==> src/rtl/cmd_fmt_pkg.sv <==
package cmd_fmt_pkg;
  localparam int unsigned PREFIX_LEN = 15;
  localparam int unsigned IDX_W = 5;

  typedef enum logic [1:0] {ST_IDLE, ST_CONV, ST_EMIT} fmt_state_e;

  function automatic logic [7:0] prefix_char(input logic [IDX_W-1:0] i);
    case (i)
      5'd0:  prefix_char = 8'h4E;
      5'd1:  prefix_char = 8'h45;
      5'd2:  prefix_char = 8'h43;
      5'd3:  prefix_char = 8'h20;
      5'd4:  prefix_char = 8'h63;
      5'd5:  prefix_char = 8'h6F;
      5'd6:  prefix_char = 8'h6D;
      5'd7:  prefix_char = 8'h6D;
      5'd8:  prefix_char = 8'h61;
      5'd9:  prefix_char = 8'h6E;
      5'd10: prefix_char = 8'h64;
      5'd11: prefix_char = 8'h3A;
      5'd12: prefix_char = 8'h20;
      5'd13: prefix_char = 8'h30;
      default: prefix_char = 8'h78;
    endcase
  endfunction

  function automatic logic [7:0] hex_ascii(input logic [3:0] n);
    hex_ascii = (n < 4'd10) ? (8'h30 + {4'h0, n}) : (8'h37 + {4'h0, n});
  endfunction
endpackage

==> src/rtl/cmd_bcd_split.sv <==
module cmd_bcd_split #(
  parameter int unsigned VAL_W = 8
) (
  input  logic             clk_i,
  input  logic             rst_ni,
  input  logic             go_i,
  input  logic [VAL_W-1:0] val_i,
  output logic             done_o,
  output logic [3:0]       hund_o,
  output logic [3:0]       tens_o,
  output logic [3:0]       ones_o
);
  typedef enum logic [1:0] {PH_IDLE, PH_HUND, PH_TENS} phase_e;

  phase_e           phase_q;
  logic [VAL_W-1:0] rem_q;
  logic [3:0]       hund_q, tens_q;
  logic             done_q;

  always_ff @(posedge clk_i or negedge rst_ni) begin
    if (!rst_ni) begin
      phase_q <= PH_IDLE;
      rem_q   <= '0;
      hund_q  <= '0;
      tens_q  <= '0;
      done_q  <= 1'b0;
    end else begin
      done_q <= 1'b0;
      case (phase_q)
        PH_IDLE: if (go_i) begin
          rem_q   <= val_i;
          hund_q  <= '0;
          tens_q  <= '0;
          phase_q <= PH_HUND;
        end
        PH_HUND: begin
          if (rem_q >= VAL_W'(100)) begin
            rem_q  <= rem_q - VAL_W'(100);
            hund_q <= hund_q + 4'd1;
          end else begin
            phase_q <= PH_TENS;
          end
        end
        PH_TENS: begin
          if (rem_q >= VAL_W'(10)) begin
            rem_q  <= rem_q - VAL_W'(10);
            tens_q <= tens_q + 4'd1;
          end else begin
            done_q  <= 1'b1;
            phase_q <= PH_IDLE;
          end
        end
        default: phase_q <= PH_IDLE;
      endcase
    end
  end

  assign done_o = done_q;
  assign hund_o = hund_q;
  assign tens_o = tens_q;
  assign ones_o = rem_q[3:0];

  AST_DIGIT_RANGE: assert property (@(posedge clk_i) disable iff (!rst_ni)
    done_q |-> (hund_q <= 4'd2) && (tens_q <= 4'd9) && (rem_q < VAL_W'(10)));
endmodule

==> src/rtl/cmd_line_char.sv <==
module cmd_line_char
  import cmd_fmt_pkg::*;
(
  input  logic [IDX_W-1:0] idx_i,
  input  logic [7:0]       cmd_i,
  input  logic [3:0]       hund_i,
  input  logic [3:0]       tens_i,
  input  logic [3:0]       ones_i,
  input  logic [1:0]       ndig_i,
  output logic [7:0]       char_o,
  output logic             last_o
);
  localparam logic [IDX_W-1:0] HEX_HI   = IDX_W'(PREFIX_LEN);
  localparam logic [IDX_W-1:0] DIG_BASE = IDX_W'(PREFIX_LEN + 4);

  logic [IDX_W-1:0] k;
  logic [3:0]       dig;

  always_comb begin
    k = idx_i - DIG_BASE;
    // pick digit k of a number with ndig digits, most significant first
    case (ndig_i)
      2'd3:    dig = (k == 0) ? hund_i : ((k == 1) ? tens_i : ones_i);
      2'd2:    dig = (k == 0) ? tens_i : ones_i;
      default: dig = ones_i;
    endcase

    if (idx_i < HEX_HI)                char_o = prefix_char(idx_i);
    else if (idx_i == HEX_HI)          char_o = hex_ascii(cmd_i[7:4]);
    else if (idx_i == HEX_HI + 5'd1)   char_o = hex_ascii(cmd_i[3:0]);
    else if (idx_i == HEX_HI + 5'd2)   char_o = 8'h20;
    else if (idx_i == HEX_HI + 5'd3)   char_o = 8'h28;
    else if (k < IDX_W'(ndig_i))       char_o = 8'h30 + {4'h0, dig};
    else if (k == IDX_W'(ndig_i))      char_o = 8'h29;
    else if (k == IDX_W'(ndig_i) + 1)  char_o = 8'h0D;
    else                               char_o = 8'h0A;

    last_o = (k == IDX_W'(ndig_i) + 5'd2);
  end
endmodule

==> src/rtl/cmd_report_fmt.sv <==
module cmd_report_fmt
  import cmd_fmt_pkg::*;
#(
  parameter int unsigned CMD_W = 8
) (
  input  logic             clk_i,
  input  logic             rst_ni,
  input  logic             start_i,
  input  logic [CMD_W-1:0] cmd_i,
  output logic             busy_o,
  output logic [7:0]       tx_data_o,
  output logic             tx_valid_o,
  input  logic             tx_ready_i
);
  fmt_state_e       state_q;
  logic [CMD_W-1:0] cmd_q;
  logic [IDX_W-1:0] idx_q;
  logic             start_acc;
  logic             conv_done;
  logic [3:0]       hund, tens, ones;
  logic [1:0]       ndig;
  logic [7:0]       char_w;
  logic             last_w;

  assign start_acc = start_i && (state_q == ST_IDLE);

  cmd_bcd_split #(.VAL_W(CMD_W)) u_split (
    .clk_i  (clk_i),
    .rst_ni (rst_ni),
    .go_i   (start_acc),
    .val_i  (cmd_i),
    .done_o (conv_done),
    .hund_o (hund),
    .tens_o (tens),
    .ones_o (ones)
  );

  assign ndig = (hund != 4'd0) ? 2'd3 : ((tens != 4'd0) ? 2'd2 : 2'd1);

  cmd_line_char u_char (
    .idx_i  (idx_q),
    .cmd_i  (cmd_q[7:0]),
    .hund_i (hund),
    .tens_i (tens),
    .ones_i (ones),
    .ndig_i (ndig),
    .char_o (char_w),
    .last_o (last_w)
  );

  always_ff @(posedge clk_i or negedge rst_ni) begin
    if (!rst_ni) begin
      state_q <= ST_IDLE;
      cmd_q   <= '0;
      idx_q   <= '0;
    end else begin
      case (state_q)
        ST_IDLE: if (start_acc) begin
          cmd_q   <= cmd_i;
          state_q <= ST_CONV;
        end
        ST_CONV: if (conv_done) begin
          idx_q   <= '0;
          state_q <= ST_EMIT;
        end
        ST_EMIT: if (tx_ready_i) begin
          if (last_w) state_q <= ST_IDLE;
          else        idx_q   <= idx_q + 5'd1;
        end
        default: state_q <= ST_IDLE;
      endcase
    end
  end

  assign busy_o     = (state_q != ST_IDLE);
  assign tx_valid_o = (state_q == ST_EMIT);
  assign tx_data_o  = char_w;

  AST_HOLD_BYTE: assert property (@(posedge clk_i) disable iff (!rst_ni)
    tx_valid_o && !tx_ready_i |=> tx_valid_o && $stable(tx_data_o));
  AST_VALID_BUSY: assert property (@(posedge clk_i) disable iff (!rst_ni)
    tx_valid_o |-> busy_o);
  AST_DROP_START: assert property (@(posedge clk_i) disable iff (!rst_ni)
    busy_o && start_i |=> $stable(cmd_q));
  AST_LF_IDLE: assert property (@(posedge clk_i) disable iff (!rst_ni)
    tx_valid_o && tx_ready_i && (tx_data_o == 8'h0A) |=> !busy_o);
  AST_FIRST_BYTE: assert property (@(posedge clk_i) disable iff (!rst_ni)
    $rose(tx_valid_o) |-> (tx_data_o == 8'h4E));
endmodule

==> config.mk <==
export PLATFORM = sky130hd
export DESIGN_NAME = cmd_report_fmt
export DESIGN_NICKNAME = d
export VERILOG_FILES = /design/src/rtl/cmd_fmt_pkg.sv /design/src/rtl/cmd_bcd_split.sv /design/src/rtl/cmd_line_char.sv /design/src/rtl/cmd_report_fmt.sv
export SDC_FILE = /design/constraint.sdc
export NUM_CORES = 1
export LEC_CHECK = 0
export ABC_AREA = 1
export BUFFER_PORTS_ARGS = -buffer_cell sky130_fd_sc_hd__buf_2
export CAP_MARGIN = 20
export CELL_PAD_IN_SITES_DETAIL_PLACEMENT = 1
export CELL_PAD_IN_SITES_GLOBAL_PLACEMENT = 1
export CORE_ASPECT_RATIO = 1.75
export CORE_UTILIZATION = 44
export CTS_CLUSTER_SIZE = 25
export DETAILED_ROUTE_END_ITERATION = 10
export GPL_ROUTABILITY_DRIVEN = 0
export PLACE_DENSITY = 0.87
export SLEW_MARGIN = 20
export SYNTH_ARGS = -nofsm -noshare
export SYNTH_HDL_FRONTEND = slang
export SYNTH_SLANG_ARGS = --single-unit
==> constraint.sdc <==
create_clock -name clk_i -period 3.6 [get_ports clk_i]
set_clock_uncertainty 0.05 [all_clocks]
set_input_delay 0.72 -clock clk_i [delete_from_list [all_inputs] [get_ports clk_i]]
set_output_delay 0.72 -clock clk_i [all_outputs]
set_load 0.03 [all_outputs]
==> reports/qor.txt, run 1 <==
Outcome = completed
CP startpoint kind = flip-flop
Clock Pin Slew Worst Setup and Hold Paths = 60 ps
DRC Markers = 0
CP top delay family = simple AND/OR/NAND/NOR gates
Overflow after GRT = 0
Cells after synthesis = 457
Crit path time final = 3530 ps
Post-synth EDFFs = 0
Power Density = 977 nW/um2
GRT Total Usage = 29.4%
HP Class = flip-flop to flip-flop
Half-perimeter wire length after placement = 7700 um
IO Port Bufs = 20
CP endpoint kind = output pin
Main combinational cell family by area after synthesis = simple AND/OR/NAND/NOR gates
Max Freq = 0.284 GHz
Rows = 40
Share of cells above drive strength 1 = 18.1%
Critical Path Fanout Max = 4
Crit share post-route = 97.9%
Commonest non-fill, non-tap cell in the layout = nand2_1
Slew Limit Headroom = 44.7%
Via count = 3,327
Core area = 6860 um2
ANT nets after route = 0
Simple-gate area share of the yosys netlist = 29.8%
Proportion of power drawn by combinational gates = 67.4%
Switching power = 1.92 mW
Clk Latency, worst-skew pair = 290 ps
CP bufs+invs = 4
First-pass GRT wire length = 16,700 um
Worst VDD drop = 420 uV
Post-Synth Adder-Cell Area = 10.8%
Critical R2R Launch = u_split.rem_q[2]
ANT cells = 0
Die Ht = 114 um
Switch share = 54.6%
Clock buffer depth = 2
Routed len/inst = 18.5 um
Worst setup startpoint = u_split.hund_o[0]
Crit path cell chain = inv_2, ha_1, inv_1, nor3_4, nand2_2, clkinvlp_4, ha_4, a21oi_4, nand2_2, nor2_4, o21ai_1, a21oi_1, nand2_1, nand2_1, nand2_1, nand2_1, nand2_1, nand2_1, buf_4
Peak per-stage delay on the critical path = 410 ps
Util after Layout = 52.4%
Vias in the first global route = 3,541
Tightest Pin Transition = 829 ps
Worst path slowest cell = dfrtp_1
Min Hold Slack = 449 ps
Routed vias/inst = 5.84
Final Hold Vio Count = 0
Yosys top cell area share = 27.1%
Max Slew Vio Count = 0
P_leak = 1.80 nW
Root buffer cell = clkbuf_16
Clk pwr share = 12.7%
Required time of the critical path = 2830 ps
Worst Setup Path Type = flip-flop to output pin
Antenna violations before repair = 0
Final Setup Violations = 0
Most frequent CP cell = nand2_1
XOR/XNOR Fraction of Synth Area = 0.837%
Pin count of the biggest net entering global routing = 35
#FFs+latches synth = 34
Avg Cell Area, Syn = 6.87 um2
Cell accounting for the most synthesized area = dfrtp_1
CTS tree = built
Yosys warns = 0
Max_cap viols = 0
CTS Buf Count = 5
Hold Path Origin = cmd_q[5]
Final net count = 524
Drt total wl = 10,500 um
Hold buffers post-CTS = 0
Asr flop ratio synth = 100%
CP arrival = 2760 ps
Initial Util = 45.8%
P&R area growth vs syn = 14.6%
Router iterations before antenna repair = 4
Synth unique cells = 46
Post-synthesis mux area share = 0%
Clock sink count = 34
Die X = 65.8 um
Die ar. = 7490 um2
Synth top area cells = dfrtp_1 27%, ha_1 11%, nand2_1 10%
I/O pin count = 22
DRT iter0 DRCs = 140
Primary FF master, synth = dfrtp_1
Post-synthesis sequential area ratio = 27.1%
Internal power = 1.59 mW
Cell area after synthesis = 3140 um2
Compound-Gate Fraction of Synth Area = 19.9%
Most frequent cells in the layout = 85 x nand2_1, 67 x inv_1, 41 x nor2_1
H-Tree Depth = 2
Flop pwr share = 19.9%
Syn nets = 496
area by class of cell:
class	instances	area, um2
multi-input combinational	334	1990
sequential	34	853
clock buffer	7	143
clock inverter	1	5.00
tap	84	105
inverter	78	297
timing repair buffer	32	201
fill	924	3260
power by group through the flow:
stage	Clock (mW)	Sequential, mW	Combinational, mW
after floorplan	0	0.637	1.56
after global placement	0	0.685	1.95
after detailed placement	0	0.697	2.05
after CTS	0.449	0.690	2.17
after global routing	0.459	0.718	2.59
final	0.446	0.700	2.37
logic make-up after synthesis:
group,Yosys count
AO/OA/AOI/OAI,107
XOR/XNOR,3
adder cells (fa/ha/maj),27
buffers and inverters,89
flip-flops,34
other,1
AND/OR/NAND/NOR,196
worst min-delay path: cells and delay by family (launching register included):
family	cells	cell delay [ps]
AO/OA/AOI/OAI	1	60
AND/OR/NAND/NOR	1	60
flip-flops	1	350
metal layers:
metal  GRT usage [%]  share of wire [%]
met2            55.2                 54
met1            28.5                 37
met5               0                  0
met3            3.50                2.8
met4            19.7                6.3
state kept, by name, summed over array words and instances, names as in the netlist:
name	count
idx_q	5
state_q	2
cmd_q	8
u_split.rem_q	8
u_split.hund_o	4
u_split.tens_o	4
u_split.done_o	1
u_split.phase_q	2
cells in the mapped netlist (3+ instances only):
master / instances
nand2_1: 87
inv_1: 70
nor2_1: 43
o21ai_0: 38
dfrtp_1: 34
nand3_1: 34
a21oi_1: 31
ha_1: 27
o21ai_1: 11
inv_2: 7
nand2_2: 6
o211ai_1: 6
nand4_1: 5
clkbuf_1: 4
nor3_1: 4
o221ai_1: 4
a31oi_1: 3
nand3_2: 3
o22ai_1: 3
worst paths after layout:
path                            depth (start not counted)                to  slack (ps)
worst max-delay path                                   19      tx_data_o[2]          70
worst min-delay path                                    2          cmd_q[5]         450
worst max register to register                          9  u_split.rem_q[4]        1080
worst min register to register                          2          cmd_q[5]         450
max in group asynchronous                               1          idx_q[0]        2440
min in group asynchronous                               1  u_split.rem_q[6]         480
repair_timing:
| action | CTS | global route |
|---|---|---|
| setup buffers | 3 | 6 |
| cloned | 0 | 0 |
| gates resized for setup | 4 | 19 |
| pin swaps | 1 | 7 |
| setup endpoints to repair | 5 | 5 |
| endpoints found under the hold margin | 0 | 0 |
metrics by stage:
stage	instances	total power [mW]	TNS, ps	setup WS [ps]	area, um2
floorplan	457	2.19	0	546	3140
global placement	553	2.64	0	362	3300
detailed placement	553	2.74	0	185	3300
CTS	564	3.31	0	38.0	3490
global route	570	3.77	-205	-55.2	3590
finish	570	3.51	0	74.6	3590
Power figures use the tool's default switching activity.
==> run 2: changes to the inputs <==
--- a/config.mk
+++ b/config.mk
@@ -15,8 +15,9 @@
 export CTS_CLUSTER_SIZE = 25
 export DETAILED_ROUTE_END_ITERATION = 10
 export GPL_ROUTABILITY_DRIVEN = 0
-export PLACE_DENSITY = 0.87
+export PLACE_DENSITY = 0.88
 export SLEW_MARGIN = 20
 export SYNTH_ARGS = -nofsm -noshare
 export SYNTH_HDL_FRONTEND = slang
+export SYNTH_HIERARCHICAL = 1
 export SYNTH_SLANG_ARGS = --single-unit
==> run 2 against run 1 <==
Against the previous run:
- clock power fell by 0.9%
- cell count up 8.9%
- power shrank 24%
- setup slack gained 110 ps
- fmax grew 3.3%
- register-to-register slack worse by 310 ps
- sequential cell count unchanged
- via count up 3.9%
- synthesized cell count is 12% higher
- count of clock-buffer cells in the layout did not move
- critical path type unchanged
- largest power group unchanged
==> reports/qor.txt, run 2 <==
Outcome = completed
Post-route setup TNS = 0 ps (unchanged)
Pin count of the biggest net entering global routing = 35 (unchanged)
I/O pin count = 22 (unchanged)
Worst Setup Path Type = flip-flop to output pin
Required time of the critical path = 2830 ps (about the same)
Setup ws final = 187 ps (+112 ps)
H-Tree Depth = 2 (unchanged)
GRT Total Usage = 28.3% (-1.0 points)
Most frequent cell after synthesis = nand2_1
Overflow after GRT = 0 (unchanged)
Via count = 3,457 (+3.9%)
Antenna violations before repair = 0 (unchanged)
Cells after synthesis = 510 (+12%)
CP endpoint kind = output pin
Commonest non-fill, non-tap cell in the layout = nand2_1
Cell accounting for the most synthesized area = dfrtp_1
Final net count = 571 (+9.0%)
Routed vias/inst = 5.57 (-4.6%)
ANT cells = 0 (unchanged)
CTS Buf Count = 5 (unchanged)
Share of cells above drive strength 1 = 15.3% (-2.8 points)
DRC Markers = 0 (unchanged)
Clock buffer depth = 2 (unchanged)
#FFs+latches synth = 34 (unchanged)
Die X = 67.6 um (+2.7%)
Yosys warns = 6 (+6)
P_leak = 1.93 nW (+7.1%)
Half-perimeter wire length after placement = 7830 um (+1.8%)
Dpl cells = 607 (+9.8%)
Die Ht = 117 um (+2.8%)
Synth top cells by count = 148 x nand2_1, 77 x inv_1, 51 x nand3_1, 41 x nor2_1, 34 x dfrtp_1
Clock Pin Slew Worst Setup and Hold Paths = 60 ps (about the same)
Core area = 7230 um2 (+5.5%)
Worst VDD drop = 425 uV (+1.2%)
Worst setup startpoint = idx_q[0]
Avg Cell Area, Syn = 6.50 um2 (-5.3%)
First-pass GRT wire length = 16,700 um (+0.29%)
Critical R2R Launch = idx_q[0]
CP startpoint kind = flip-flop
Clk Latency, worst-skew pair = 280 ps (about the same)
Worst path slowest cell = dfrtp_2
HP Class = primary input to async pin
Syn nets = 547 (+10%)
Final Hold Vio Count = 0 (unchanged)
Post-synthesis sequential area ratio = 25.7% (-1.5 points)
Synth unique cells = 44 (-4.3%)
Asr flop ratio synth = 100% (unchanged)
Most frequent cells in the layout = 146 x nand2_1, 77 x inv_1, 51 x nand3_1
Util after Layout = 50.9% (-1.5 points)
Peak per-stage delay on the critical path = 440 ps (+30 ps)
Max_cap viols = 0 (unchanged)
Post-synth EDFFs = 0 (unchanged)
Critical Path Fanout Max = 8 (+4)
Crit path cell chain = inv_1, ha_1, ha_1, inv_1, o21ai_0, a21oi_1, nand2_2, a21oi_1, nand3_1, nand3_1, nand2_1, nand2_1, nand2_1, buf_2
Primary FF master, synth = dfrtp_1
Fill count = 1,015 (+9.8%)
Clock sink count = 34 (unchanged)
Die ar. = 7900 um2 (+5.6%)
Hold buffers post-CTS = 0 (unchanged)
Root buffer cell = clkbuf_16
Slew Limit Headroom = 47.4% (+2.7 points)
Place WS = 316 ps (+131 ps)
Biggest regs = cmd_q x8, u_split/rem_q x8, idx_q x5
P&R area growth vs syn = 11.1%
Crit path time final = 3410 ps (-112 ps)
CTS tree = built
Final Setup Violations = 0 (unchanged)
Tightest Pin Transition = 789 ps (-40.5 ps)
Rows = 41 (+2.5%)
Post-Layout Inst Area = 3680 um2 (+2.5%)
Max Freq = 0.293 GHz (+3.3%)
Routed len/inst = 16.4 um (-11%)
Most frequent CP cell = nand2_1
Crit share post-route = 94.8% (-3.1 points)
Drt total wl = 10,200 um (-3.2%)
Yosys top cell area share = 25.7% (-1.5 points)
Dpl cell area = 3460 um2 (+4.9%)
Max Slew Vio Count = 0 (unchanged)
Fin cells = 621 (+8.9%)
Router iterations before antenna repair = 5 (+1)
Min Hold Slack = 464 ps (+14.1 ps)
Total power = 2.67 mW (-24%)
DRT iter0 DRCs = 165 (+18%)
Cell area after synthesis = 3320 um2 (+5.7%)
ANT nets after route = 0 (unchanged)
IO Port Bufs = 20 (unchanged)
CP arrival = 2640 ps (-120 ps)
Vias in the first global route = 3,625 (+2.4%)
Power Density = 725 nW/um2 (-26%)
Synth top area cells = dfrtp_1 26%, nand2_1 17%, ha_1 9.4%
Initial Util = 45.9% (+0.091 points)
[run 2: power breakdown]
group	switching [mW]	leakage [nW]	internal, mW
combinational	1.03	1.42	0.515
clock	0.168	0.0739	0.274
sequential	0.172	0.436	0.516
total	1.37	1.93	1.31
[run 2: layout make-up]
class,count,area [um2],area share [%]
clock inverters,1,5.00,0.136
inverters,81,308,8.36
repair buffers,28,160,4.35
well taps,86,108,2.92
flip-flops and latches,34,856,23.2
clock buffers,7,143,3.87
multi-input cells,384,2100,57.1
[run 2: layer usage]
layer	track usage (%)	share of wire [%]	up-vias
met4	20.7	5.3	0
met1	26.6	36	1682
met2	52.8	57	56
met3	4.46	1.5	36
li1	-	-	1683
met5	0	0	-
[run 2: repair_timing]
item,4_1_cts,5_1_grt
endpoints found under the hold margin,0,0
resized for setup,2,8
buffers inserted,0,6
setup endpoints to repair,4,6
pin swaps,0,0
[run 2: worst paths after layout]
kind	end	slack [ps]	cells past startpoint
worst min register to register	cmd_q[0]	470	2
worst max register to register	idx_q[3]	770	12
worst min-delay path	idx_q[2]	460	1
worst max-delay path	tx_data_o[0]	190	14
min in group clk_i	cmd_q[0]	470	2
max in group asynchronous	u_split/hund_o[0]	2480	1
[run 2: cells by family after synthesis]
group | synth area share, %
buf+inv | 11.7
compound gates | 12.1
other cells | 0.113
fa+ha+maj | 9.43
xor+xnor | 0.792
simple gates | 40.1
flops | 25.7
[run 2: critical path, delay by kind of cell, from the launching register on]
family	cells	cell delay, ps
compound gates	3	400
fa+ha+maj	2	700
buf+inv	3	370
flops	1	440
simple gates	6	450
==> run 3: changes to the inputs <==
--- a/config.mk
+++ b/config.mk
@@ -5,13 +5,12 @@
 export SDC_FILE = /design/constraint.sdc
 export NUM_CORES = 1
 export LEC_CHECK = 0
-export ABC_AREA = 1
 export BUFFER_PORTS_ARGS = -buffer_cell sky130_fd_sc_hd__buf_2
 export CAP_MARGIN = 20
 export CELL_PAD_IN_SITES_DETAIL_PLACEMENT = 1
 export CELL_PAD_IN_SITES_GLOBAL_PLACEMENT = 1
 export CORE_ASPECT_RATIO = 1.75
-export CORE_UTILIZATION = 44
+export CORE_UTILIZATION = 46
 export CTS_CLUSTER_SIZE = 25
 export DETAILED_ROUTE_END_ITERATION = 10
 export GPL_ROUTABILITY_DRIVEN = 0
@@ -19,5 +18,4 @@
 export SLEW_MARGIN = 20
 export SYNTH_ARGS = -nofsm -noshare
 export SYNTH_HDL_FRONTEND = slang
-export SYNTH_HIERARCHICAL = 1
 export SYNTH_SLANG_ARGS = --single-unit
==> run 3 against run 2 <==
Against the previous run:
- the flow now finishes with violations (negative setup slack)
- wire length rose by 30%
- global-route usage rose by 8.5 points
- sequential share of layout area fell by 1.9 points
- cell count fell by 13%
- power rose by 46%
- count of clock-buffer cells in the layout fell by 1
- first-iteration DRC count rose by 49%
- cell area rose by 8.1%
==> reports/qor.txt, run 3 <==
Outcome = finished, violations left
Failing checks = negative setup slack
Clock buffer depth = 2 (unchanged)
Synth unique cells = 71 (+61%)
Synth top cells by count = 57 x nand2_1, 44 x o21ai_0, 34 x dfrtp_1, 32 x inv_1, 29 x nor2_1
DRC Markers = 0 (unchanged)
Primary FF master, synth = dfrtp_1
Routed len/inst = 24.4 um (+48%)
Cell area after synthesis = 3240 um2 (-2.4%)
CP arrival = 3080 ps (+440 ps)
Total power = 3.90 mW (+46%)
Initial Util = 47.2% (+1.4 points)
Rows = 40 (-2.4%)
P_leak = 1.70 nW (-12%)
Most frequent cells in the layout = 55 x nand2_1, 43 x o21ai_0, 36 x buf_4
Clock Pin Slew Worst Setup and Hold Paths = 60 ps (about the same)
Asr flop ratio synth = 100% (unchanged)
Biggest regs = cmd_q x8, u_split.rem_q x8, idx_q x5
Die Ht = 113 um (-3.3%)
#FFs+latches synth = 34 (unchanged)
CTS tree = built
Crit path time final = 3850 ps (+435 ps)
Hold buffers post-CTS = 0 (unchanged)
Place WS = -41.9 ps (-358 ps)
Final Hold Vio Count = 0 (unchanged)
CP endpoint kind = output pin
Peak per-stage delay on the critical path = 400 ps (-40 ps)
Clock sink count = 34 (unchanged)
ANT cells = 0 (unchanged)
Worst VDD drop = 421 uV (-0.94%)
Required time of the critical path = 2830 ps (about the same)
Pin count of the biggest net entering global routing = 35 (unchanged)
Post-synth EDFFs = 0 (unchanged)
Yosys top cell area share = 26.3% (+0.62 points)
Final net count = 497 (-13%)
Die ar. = 7390 um2 (-6.5%)
Util after Layout = 58.1% (+7.2 points)
Most frequent cell after synthesis = nand2_1
HP Class = primary input to async pin
Setup ws final = -248 ps (-435 ps)
ANT nets after route = 0 (unchanged)
First-pass GRT wire length = 20,200 um (+21%)
Worst path slowest cell = dfrtp_1
Slew Limit Headroom = 45.2% (-2.2 points)
Avg Cell Area, Syn = 7.67 um2 (+18%)
Tightest Pin Transition = 821 ps (+33.0 ps)
Crit share post-route = 107% (+12 points)
Core area = 6860 um2 (-5.2%)
CTS Buf Count = 5 (unchanged)
Post-Layout Inst Area = 3980 um2 (+8.1%)
Drt total wl = 13,200 um (+30%)
Via count = 3,581 (+3.6%)
I/O pin count = 22 (unchanged)
Yosys warns = 0 (-6)
IO Port Bufs = 20 (unchanged)
Final Setup Violations = 5 (+5)
Power Density = 980 nW/um2 (+35%)
Cell accounting for the most synthesized area = dfrtp_1
Synth top area cells = dfrtp_1 26%, ha_1 10%, o21ai_0 6.8%
CP startpoint kind = flip-flop
Routed vias/inst = 6.59 (+18%)
Die X = 65.4 um (-3.3%)
Commonest non-fill, non-tap cell in the layout = nand2_1
Critical Path Fanout Max = 3 (-5)
Half-perimeter wire length after placement = 8910 um (+14%)
Max Slew Vio Count = 0 (unchanged)
H-Tree Depth = 2 (unchanged)
Crit path cell chain = inv_2, ha_4, or3b_4, nor2_4, ha_4, nor2b_4, o21ai_4, a21o_1, o311a_1, a221oi_4, buf_6
Router iterations before antenna repair = 5 (unchanged)
Dpl cell area = 3570 um2 (+3.1%)
Post-synthesis sequential area ratio = 26.3% (+0.62 points)
Max_cap viols = 0 (unchanged)
Syn nets = 461 (-16%)
Worst Setup Path Type = flip-flop to output pin
Most frequent CP cell = ha_4
Cells after synthesis = 422 (-17%)
Max Freq = 0.260 GHz (-11%)
Share of cells above drive strength 1 = 23.1% (+7.8 points)
GRT Total Usage = 36.9% (+8.5 points)
Overflow after GRT = 0 (unchanged)
RSZ-0062 raised after global routing = true
Root buffer cell = clkbuf_16
Clk Latency, worst-skew pair = 290 ps (about the same)
Vias in the first global route = 3,885 (+7.2%)
Antenna violations before repair = 0 (unchanged)
DRT iter0 DRCs = 246 (+49%)
P&R area growth vs syn = 23.0%
[run 3: final cells by class]
| class | count | area, um2 |
|---|---|---|
| Inverter | 32 | 120 |
| Clock inverter | 2 | 12.5 |
| Sequential cell | 34 | 851 |
| Fill cell | 844 | 2870 |
| Timing Repair Buffer | 57 | 413 |
| Multi-Input combinational cell | 328 | 2340 |
| Clock buffer | 6 | 139 |
| Tap cell | 84 | 105 |
[run 3: routing by layer]
metal	up-vias	wire length (um)	part of all wire, %	track usage, %
li1	1587	-	-	-
met4	0	960	7.3	29.0
met1	1774	4580	35	35.2
met5	-	0	0	0
met2	153	7240	55	67.8
met3	67	460	3.5	4.84
[run 3: worst max-delay path, delay by kind of cell (launching register included)]
| kind | cells | cell delay, ps |
|---|---|---|
| AOI/OAI and AO/OA | 4 | 990 |
| adders and majority gates | 2 | 300 |
| buffers and inverters | 2 | 280 |
| DFF | 1 | 400 |
| and+or+nand+nor | 3 | 810 |
[run 3: cell families after synthesis]
group           synth area share (%)
simple gates                    22.5
xor+xnor                        2.43
mux                             3.17
compound gates                  27.7
flops                           26.3
fa+ha+maj                       10.4
buf+inv                         7.38
other cells                    0.116
[run 3: through the flow]
step	instances	hold slack (ps)	setup TNS [ps]
after global placement	526	462	0
final	543	470	-546
after CTS	541	496	-166
after global routing	543	534	-652
after detailed placement	526	505	-69.6
after floorplan	422	374	-62.6
[run 3: what timing repair did]
item                                    CTS  global route
buffers inserted                          7             5
resized for setup                        32            16
endpoints found under the setup margin    5             7
pin swaps                                11            12
[run 3: power by group]
part	total, mW	internal, mW	switching [mW]
clock	0.452	0.274	0.178
combinational	2.69	1.10	1.59
sequential	0.765	0.515	0.249
total	3.90	1.89	2.01
[run 3: path summary, 6_finish.rpt]
kind | startpoint | end | slack (ps) | depth (start not counted)
worst max register to register | u_split.tens_o[0] | idx_q[0] | 760 | 11
min in group clk_i | u_split.done_o | state_q[0] | 510 | 3
worst max-delay path | u_split.tens_o[0] | tx_data_o[2] | -250 | 11
worst min register to register | u_split.done_o | state_q[0] | 510 | 3
max in group asynchronous | rst_ni | u_split.tens_o[2] | 2500 | 1
worst min-delay path | rst_ni | idx_q[3] | 470 | 1
